==> src/rtl/scp_pkg.sv <==
package scp_pkg;

    localparam int DATA_W      = 4;
    localparam int ADDR_W      = 3;
    localparam int NUM_RW      = 6;
    localparam int STATUS_ADDR = 6;
    localparam int SYNC_STAGES = 2;

    typedef enum logic [2:0] {
        ST_IDLE  = 3'd0,
        ST_HDR   = 3'd1,
        ST_WDATA = 3'd2,
        ST_RDATA = 3'd3,
        ST_RHOLD = 3'd4,
        ST_WAIT  = 3'd5
    } scp_state_e;

    // Codes held in the function-mode register
    typedef enum logic [3:0] {
        FM_FSK        = 4'h0,
        FM_FSK_LOOP   = 4'h1,
        FM_CPT_DET    = 4'h2,
        FM_ANS_TONE   = 4'h3,
        FM_DTMF_TX    = 4'h4,
        FM_SINGLE     = 4'h5,
        FM_PWRDN_OSC  = 4'h6,
        FM_PWRDN_FULL = 4'h7,
        FM_DTMF_RX    = 4'h8,
        FM_DTMF_LOOP  = 4'h9
    } func_mode_e;

endpackage

==> src/rtl/scp_sync.sv <==
module scp_sync #(
    parameter int               WIDTH     = 1,
    parameter int               STAGES    = 2,
    parameter logic [WIDTH-1:0] RESET_VAL = '0
) (
    input  logic             clk,
    input  logic             rst_n,
    input  logic [WIDTH-1:0] d,
    output logic [WIDTH-1:0] q
);

    logic [WIDTH-1:0] stg [STAGES];

    always_ff @(posedge clk or negedge rst_n) begin
        if (!rst_n) begin
            for (int k = 0; k < STAGES; k++) stg[k] <= RESET_VAL;
        end else begin
            stg[0] <= d;
            for (int k = 1; k < STAGES; k++) stg[k] <= stg[k-1];
        end
    end

    assign q = stg[STAGES-1];

endmodule

==> src/rtl/scp_serial_fsm.sv <==
module scp_serial_fsm
    import scp_pkg::*;
#(
    parameter int DW = 4,
    parameter int AW = 3
) (
    input  logic          clk,
    input  logic          rst_n,
    input  logic          sclk_s,
    input  logic          sel_n_s,
    input  logic          sdi_s,
    input  logic [DW-1:0] rd_data,
    output logic [AW-1:0] rd_addr,
    output logic          wr_en,
    output logic [AW-1:0] wr_addr,
    output logic [DW-1:0] wr_data,
    output logic          sdo,
    output logic          sdo_oe,
    output logic          sclk_rise,
    output logic          sclk_fall
);

    localparam int HDR_BITS = 1 + AW;
    localparam int MAX_BITS = (HDR_BITS > DW) ? HDR_BITS : DW;
    localparam int CNT_W    = $clog2(MAX_BITS + 1);

    scp_state_e          state, nxt;
    logic [CNT_W-1:0]    cnt;
    logic [HDR_BITS-1:0] hdr_sr, hdr_next;
    logic [DW-1:0]       dat_sr, rd_snap;
    logic                sclk_d;
    logic                hdr_last, dat_last, rd_last;

    assign sclk_rise = sclk_s & ~sclk_d;
    assign sclk_fall = ~sclk_s & sclk_d;
    assign hdr_next  = {hdr_sr[HDR_BITS-2:0], sdi_s};
    assign rd_addr   = hdr_next[AW-1:0];
    assign hdr_last  = (cnt == CNT_W'(HDR_BITS - 1));
    assign dat_last  = (cnt == CNT_W'(DW - 1));
    assign rd_last   = dat_last;

    // next-state decision
    always_comb begin
        nxt = state;
        if (sel_n_s) begin
            nxt = ST_IDLE;
        end else begin
            unique case (state)
                ST_IDLE:  nxt = ST_HDR;
                ST_HDR:   if (sclk_rise && hdr_last)
                              nxt = hdr_next[HDR_BITS-1] ? ST_RDATA : ST_WDATA;
                ST_WDATA: if (sclk_rise && dat_last) nxt = ST_WAIT;
                ST_RDATA: if (sclk_fall && rd_last)  nxt = ST_RHOLD;
                ST_RHOLD: nxt = ST_RHOLD;
                ST_WAIT:  nxt = ST_WAIT;
                default:  nxt = ST_IDLE;
            endcase
        end
    end

    // state register with shift and count state
    always_ff @(posedge clk or negedge rst_n) begin
        if (!rst_n) begin
            state   <= ST_IDLE;
            cnt     <= '0;
            hdr_sr  <= '0;
            dat_sr  <= '0;
            rd_snap <= '0;
            sclk_d  <= 1'b0;
        end else begin
            state  <= nxt;
            sclk_d <= sclk_s;

            if (nxt != state)
                cnt <= '0;
            else if (((state == ST_HDR) || (state == ST_WDATA)) && sclk_rise)
                cnt <= cnt + 1'b1;
            else if ((state == ST_RDATA) && sclk_fall)
                cnt <= cnt + 1'b1;

            if (state == ST_IDLE)
                hdr_sr <= '0;
            else if ((state == ST_HDR) && sclk_rise && !sel_n_s)
                hdr_sr <= hdr_next;

            if (state == ST_IDLE)
                dat_sr <= '0;
            else if ((state == ST_WDATA) && sclk_rise && !sel_n_s)
                dat_sr <= {dat_sr[DW-2:0], sdi_s};

            if ((state == ST_HDR) && (nxt == ST_RDATA))
                rd_snap <= rd_data;
            else if ((state == ST_RDATA) && sclk_fall && !sel_n_s)
                rd_snap <= {rd_snap[DW-2:0], 1'b0};
        end
    end

    // registered outputs
    always_ff @(posedge clk or negedge rst_n) begin
        if (!rst_n) begin
            sdo     <= 1'b0;
            sdo_oe  <= 1'b0;
            wr_en   <= 1'b0;
            wr_addr <= '0;
            wr_data <= '0;
        end else begin
            if ((nxt != ST_RDATA) && (nxt != ST_RHOLD))
                sdo_oe <= 1'b0;
            else if ((state == ST_RDATA) && sclk_fall)
                sdo_oe <= 1'b1;

            if ((state == ST_RDATA) && sclk_fall && !sel_n_s)
                sdo <= rd_snap[DW-1];

            wr_en <= (state == ST_WDATA) && sclk_rise && dat_last && !sel_n_s;
            if ((state == ST_WDATA) && sclk_rise && dat_last && !sel_n_s) begin
                wr_addr <= hdr_sr[AW-1:0];
                wr_data <= {dat_sr[DW-2:0], sdi_s};
            end
        end
    end

endmodule

==> src/rtl/scp_regbank.sv <==
module scp_regbank #(
    parameter int            DW          = 4,
    parameter int            AW          = 3,
    parameter int            NREG        = 6,
    parameter int            STAT_ADDR   = 6,
    parameter logic [DW-1:0] REG0_MASK   = '1
) (
    input  logic               clk,
    input  logic               rst_n,
    input  logic               wr_en,
    input  logic [AW-1:0]      wr_addr,
    input  logic [DW-1:0]      wr_data,
    input  logic [AW-1:0]      rd_addr,
    input  logic [DW-1:0]      status_i,
    output logic [DW-1:0]      rd_data,
    output logic [NREG*DW-1:0] regs_o
);

    for (genvar i = 0; i < NREG; i++) begin : g_reg
        localparam logic [DW-1:0] MASK = (i == 0) ? REG0_MASK : {DW{1'b1}};
        logic [DW-1:0] q;

        always_ff @(posedge clk or negedge rst_n) begin
            if (!rst_n)
                q <= '0;
            else if (wr_en && (wr_addr == AW'(i)))
                q <= wr_data & MASK;
        end

        assign regs_o[i*DW +: DW] = q;
    end

    always_comb begin
        rd_data = '0;
        for (int i = 0; i < NREG; i++) begin
            if (rd_addr == AW'(i)) rd_data = regs_o[i*DW +: DW];
        end
        if (rd_addr == AW'(STAT_ADDR)) rd_data = status_i;
    end

endmodule

==> src/rtl/scp_regfile.sv <==
module scp_regfile
    import scp_pkg::*;
#(
    parameter int SYNC_N = SYNC_STAGES
) (
    input  logic              clk,
    input  logic              rst_n,
    input  logic              scp_clk_i,
    input  logic              scp_sel_n_i,
    input  logic              scp_sdi_i,
    input  logic [DATA_W-1:0] rx_status_i,
    output logic              scp_sdo_o,
    output logic              scp_sdo_oe_o,
    output logic [DATA_W-1:0] modem_ctl_o,
    output logic [DATA_W-1:0] cd_time_o,
    output logic [DATA_W-1:0] func_mode_o,
    output logic [DATA_W-1:0] rx_cfg_o,
    output logic [DATA_W-1:0] tx_atten_o,
    output logic [DATA_W-1:0] tone_code_o
);

    localparam logic [DATA_W-1:0] BR0_MASK = ~DATA_W'(1);

    logic [2:0]               pins_s;
    logic                     sclk_s, sel_n_s, sdi_s;
    logic                     sclk_rise, sclk_fall;
    logic                     wr_en;
    logic [ADDR_W-1:0]        wr_addr, rd_addr;
    logic [DATA_W-1:0]        wr_data, rd_data;
    logic [NUM_RW*DATA_W-1:0] regs_flat;

    scp_sync #(
        .WIDTH     (3),
        .STAGES    (SYNC_N),
        .RESET_VAL (3'b010)
    ) u_sync (
        .clk   (clk),
        .rst_n (rst_n),
        .d     ({scp_clk_i, scp_sel_n_i, scp_sdi_i}),
        .q     (pins_s)
    );

    assign {sclk_s, sel_n_s, sdi_s} = pins_s;

    scp_serial_fsm #(
        .DW (DATA_W),
        .AW (ADDR_W)
    ) u_fsm (
        .clk       (clk),
        .rst_n     (rst_n),
        .sclk_s    (sclk_s),
        .sel_n_s   (sel_n_s),
        .sdi_s     (sdi_s),
        .rd_data   (rd_data),
        .rd_addr   (rd_addr),
        .wr_en     (wr_en),
        .wr_addr   (wr_addr),
        .wr_data   (wr_data),
        .sdo       (scp_sdo_o),
        .sdo_oe    (scp_sdo_oe_o),
        .sclk_rise (sclk_rise),
        .sclk_fall (sclk_fall)
    );

    scp_regbank #(
        .DW        (DATA_W),
        .AW        (ADDR_W),
        .NREG      (NUM_RW),
        .STAT_ADDR (STATUS_ADDR),
        .REG0_MASK (BR0_MASK)
    ) u_bank (
        .clk      (clk),
        .rst_n    (rst_n),
        .wr_en    (wr_en),
        .wr_addr  (wr_addr),
        .wr_data  (wr_data),
        .rd_addr  (rd_addr),
        .status_i (rx_status_i),
        .rd_data  (rd_data),
        .regs_o   (regs_flat)
    );

    assign modem_ctl_o = regs_flat[0*DATA_W +: DATA_W];
    assign cd_time_o   = regs_flat[1*DATA_W +: DATA_W];
    assign func_mode_o = regs_flat[2*DATA_W +: DATA_W];
    assign rx_cfg_o    = regs_flat[3*DATA_W +: DATA_W];
    assign tx_atten_o  = regs_flat[4*DATA_W +: DATA_W];
    assign tone_code_o = regs_flat[5*DATA_W +: DATA_W];

endmodule

==> config.mk <==
export PLATFORM = sky130hd
export DESIGN_NAME = scp_regfile
export DESIGN_NICKNAME = d
export VERILOG_FILES = /design/src/rtl/scp_pkg.sv /design/src/rtl/scp_sync.sv /design/src/rtl/scp_serial_fsm.sv /design/src/rtl/scp_regbank.sv /design/src/rtl/scp_regfile.sv
export SDC_FILE = /design/constraint.sdc
export NUM_CORES = 1
export LEC_CHECK = 0
export CORE_MARGIN = 2
export CORE_UTILIZATION = 40
export DETAILED_ROUTE_END_ITERATION = 8
export PLACE_DENSITY = 0.58
export RECOVER_POWER = 50
export SLEW_MARGIN = 15
export SYNTH_ARGS = -nofsm -noshare
export SYNTH_HDL_FRONTEND = slang
export SYNTH_SLANG_ARGS = --single-unit
export TNS_END_PERCENT = 100
==> constraint.sdc <==
create_clock -name clk -period 2.5 [get_ports clk]
set_clock_uncertainty 0.1 [all_clocks]
set_input_delay 0.625 -clock clk [delete_from_list [all_inputs] [get_ports clk]]
set_output_delay 0.625 -clock clk [all_outputs]
set_load 0.1 [all_outputs]
==> results.yml <==
critical_path:
  crit_family: "compound AO/OA/AOI/OAI gates"
  slowest_stage: "dfrtp_1"
  path_class: "register to register"
  start_kind: "register"
  crit_top_cell: "ha_1"
  slowest_delay_ps: 420
  critical_path_arrival_ps: 2300
  reg2reg_depth: 6
  crit_chain: "ha_1 > ha_1 > and4b_2 > o31a_1 > a211o_1 > nor3_1"
  worst-path-buf-inv: 0
  rrSetupSlack_ps: 330
  r2r-end: "u_fsm.cnt[1]$_DFFE_PN0P_"
  r2r-start: "u_fsm.cnt[0]$_DFFE_PN0P_"
  critPathRequiredTime_ps: 2630
  worst_setup_path_end_kind: "register"
  path_max_fanout: 6
finish:
  layout_common_cells: "dfrtp_1 (54), mux2_2 (31), buf_4 (26)"
  fillers: 608
  area_growth_syn_to_layout_pct: 16.92
  fin_cells: 342
  drive_gt1_share_pct: 33.21
  nets: 272
  layout_commonest_cell: "dfrtp_1"
  num_antenna_cells: 0
cts:
  cts_tree: "done"
  clkSinkCount: 56
  numCtsBuffers: 5
  post_cts_buffers: 0
  root_buffer: "clkbuf_8"
  clock_latency_ps: 310
  cts_resized: 0
  hold_buffers: 0
  clkTransAtPathRegs_ps: 100
  htree_levels: 2
  clockBufferDepth: 2
grt:
  overflow: 0
  gr-usage-all-layers_pct: 16.62
  first_global_vias: 1868
  grt_antenna_before_repair: 0
  grt_start_max_net_pins: 36
  grt_first_pass_wirelength_um: 9611
route:
  drt-pass1-iter-count: 4
  num_vias: 1925
  drc: 0
  drt_iter0_markers: 74
  final_antenna_net_count: 0
  wl_per_cell_um: 16.70
  wl_um: 5710
  vias_per_cell: 5.629
synth:
  async_flop_share_pct: 100.0
  ys_types: 51
  yosys_register_bits: 56
  syn_inst: 232
  synth.cell_area_mm2: 0.002751
  syn-num-nets: 243
  synth_top_flop_cell: "dfrtp_1"
  ys_warn_count: 0
  synth-edff-count: 0
  ys_seq_area_share_pct: 51.02
  syn_area_per_cell_um2: 11.86
placement:
  post-dp-hpwl_um: 4095
  port_buffers: 33
  gp_congestion: 0.7967
  dp_cells: 334
die:
  core_mm2: 0.006719
  dieHeight_um: 86.94
  rows: 30
  start_util_pct: 40.95
  die_w_um: 86.94
  boundaryPins: 35
  die_area_mm2: 0.007558
min_path:
  hold_path.class: "register to register"
  hold_depth: 0
  worstHoldEndpoint: "u_sync.q[1]$_DFF_PN1_"
  min_from: "u_sync.stg[4]$_DFF_PN1_"
pwr:
  p_clk_share_pct: 41.5
  p_int_mw: 1.347
  seq_power_share_pct: 54.4
  swShare_pct: 21.56
  power_frac_comb_pct: 4.1
  ir_worst_vdd_mv: 0.2816
  p_switching_mw: 0.3701
  p_per_area_mw_per_mm2: 533.7
  p_leak_nw: 1.553
timing:
  drv_slew: 0
  finalCriticalPeriod_ps: 2168
  fin_setup_tns_ps: 0
  rsz0062_at_grt: "no"
  hold_viol_final: 0
  fmax_mhz: 461.4
  setup_viol: 0
  relSlewSlack_pct: 15.59
  fin_crit_sh_pct: 86.70
  tightest_slew_ps: 1266
job:
  drv_cap: 0
outcome:
  outcome: "finished clean"
worst reg2reg max path: stages (launching register included):
cell	delay [ps]
dfrtp_1	420
ha_1	210
ha_1	290
and4b_2	270
o31a_1	280
a211o_1	310
nor3_1	210
cells in the mapped netlist (all sizes together) (3+ instances only):
| cell | count | area, um2 |
|---|---|---|
| or3b | 3 | 28.78 |
| dfrtp | 54 | 1351 |
| nand3b | 4 | 30.03 |
| mux4 | 3 | 67.56 |
| mux2i | 12 | 120.1 |
| or2 | 5 | 31.28 |
| or3 | 3 | 20.02 |
| clkbuf | 10 | 37.54 |
| nand3 | 5 | 25.02 |
| nor2 | 10 | 37.54 |
| inv | 8 | 30.03 |
| buf | 3 | 23.77 |
| a21oi | 13 | 65.06 |
| nor3 | 6 | 41.29 |
| nand2 | 15 | 63.81 |
| and4b | 3 | 31.28 |
| o211ai | 4 | 30.03 |
| o21ai | 5 | 25.02 |
| mux2 | 31 | 349.1 |
| o311a | 4 | 40.04 |
cell families after synthesis:
group	count (synthesis)	synth area share, %
AND/OR/NAND/NOR	66	14.83
buffers and inverters	21	3.320
flip-flops	56	51.02
multiplexers	46	19.51
other	1	0.1363
adder cells (fa/ha/maj)	2	0.9094
AO/OA/AOI/OAI	40	10.28
power groups by stage:
stage          clock, mW  combinational, mW  sequential, mW
3_3_place_gp           0             0.0740           0.951
6_report           0.713             0.0709           0.933
3_5_place_dp           0             0.0736           0.951
4_1_cts            0.731             0.0738           0.933
2_1_floorplan          0             0.0462           0.938
5_1_grt            0.765             0.0799           0.936
flip-flops by register name, indices dropped and copies added, names as in the netlist, 3 cells and up:
signal and cells:
u_fsm.hdr_sr 3, u_sync.stg 3, u_fsm.wr_addr 3, u_fsm.dat_sr 3, u_bank.g.q 23, u_fsm.cnt 3, u_sync.q 3, u_fsm.state 3
u_fsm.wr_data 4, u_fsm.rd_snap 4
metrics by stage:
step                utilization, %  cell area (um2)  worst slack [ps]  total power, mW  hold slack, ps
floorplan                        -             2751             490.8           0.9844           229.4
global placement             45.85             3080             429.5            1.025           233.8
detailed placement           45.85             3080             386.1            1.024           238.9
CTS                          47.90             3218             360.6            1.738           190.1
global route                 47.88             3217             147.5            1.782           265.9
finish                       47.88             3217             332.4            1.717           260.6
area by class of cell:
cell class / count / area [um2] / share of cell area, %
flip-flops and latches: 56 / 1404 / 43.64
multi-input cells: 155 / 1256 / 39.05
repair buffers: 35 / 289.0 / 8.985
well taps: 80 / 100.1 / 3.112
clock buffers: 5 / 68.82 / 2.139
clock inverters: 3 / 68.82 / 2.139
inverters: 8 / 30.03 / 0.9335
how the worst max path moves through the flow:
stage | to | depth (start not counted) | slack [ps] | from
floorplan | u_fsm.rd_snap[1]$_DFFE_PN0P_ | 4 | 490 | u_bank.g_reg[0].q[1]$_DFFE_PN0P_
CTS | u_fsm.cnt[1]$_DFFE_PN0P_ | 6 | 360 | u_fsm.cnt[0]$_DFFE_PN0P_
global placement | u_fsm.cnt[0]$_DFFE_PN0P_ | 6 | 430 | u_fsm.cnt[0]$_DFFE_PN0P_
finish | u_fsm.cnt[1]$_DFFE_PN0P_ | 6 | 330 | u_fsm.cnt[0]$_DFFE_PN0P_
detailed placement | u_fsm.cnt[1]$_DFFE_PN0P_ | 6 | 390 | u_fsm.cnt[0]$_DFFE_PN0P_
global route | u_fsm.cnt[1]$_DFFE_PN0P_ | 6 | 150 | u_fsm.cnt[0]$_DFFE_PN0P_
per-layer routing:
metal	up-vias	global-route usage, %	share of wire, %
met5	-	0	0
met4	0	4.261	1.1
met1	968	24.01	49
li1	904	-	-
met2	46	25.75	47
met3	7	3.318	3.4
Power figures use the tool's default switching activity.
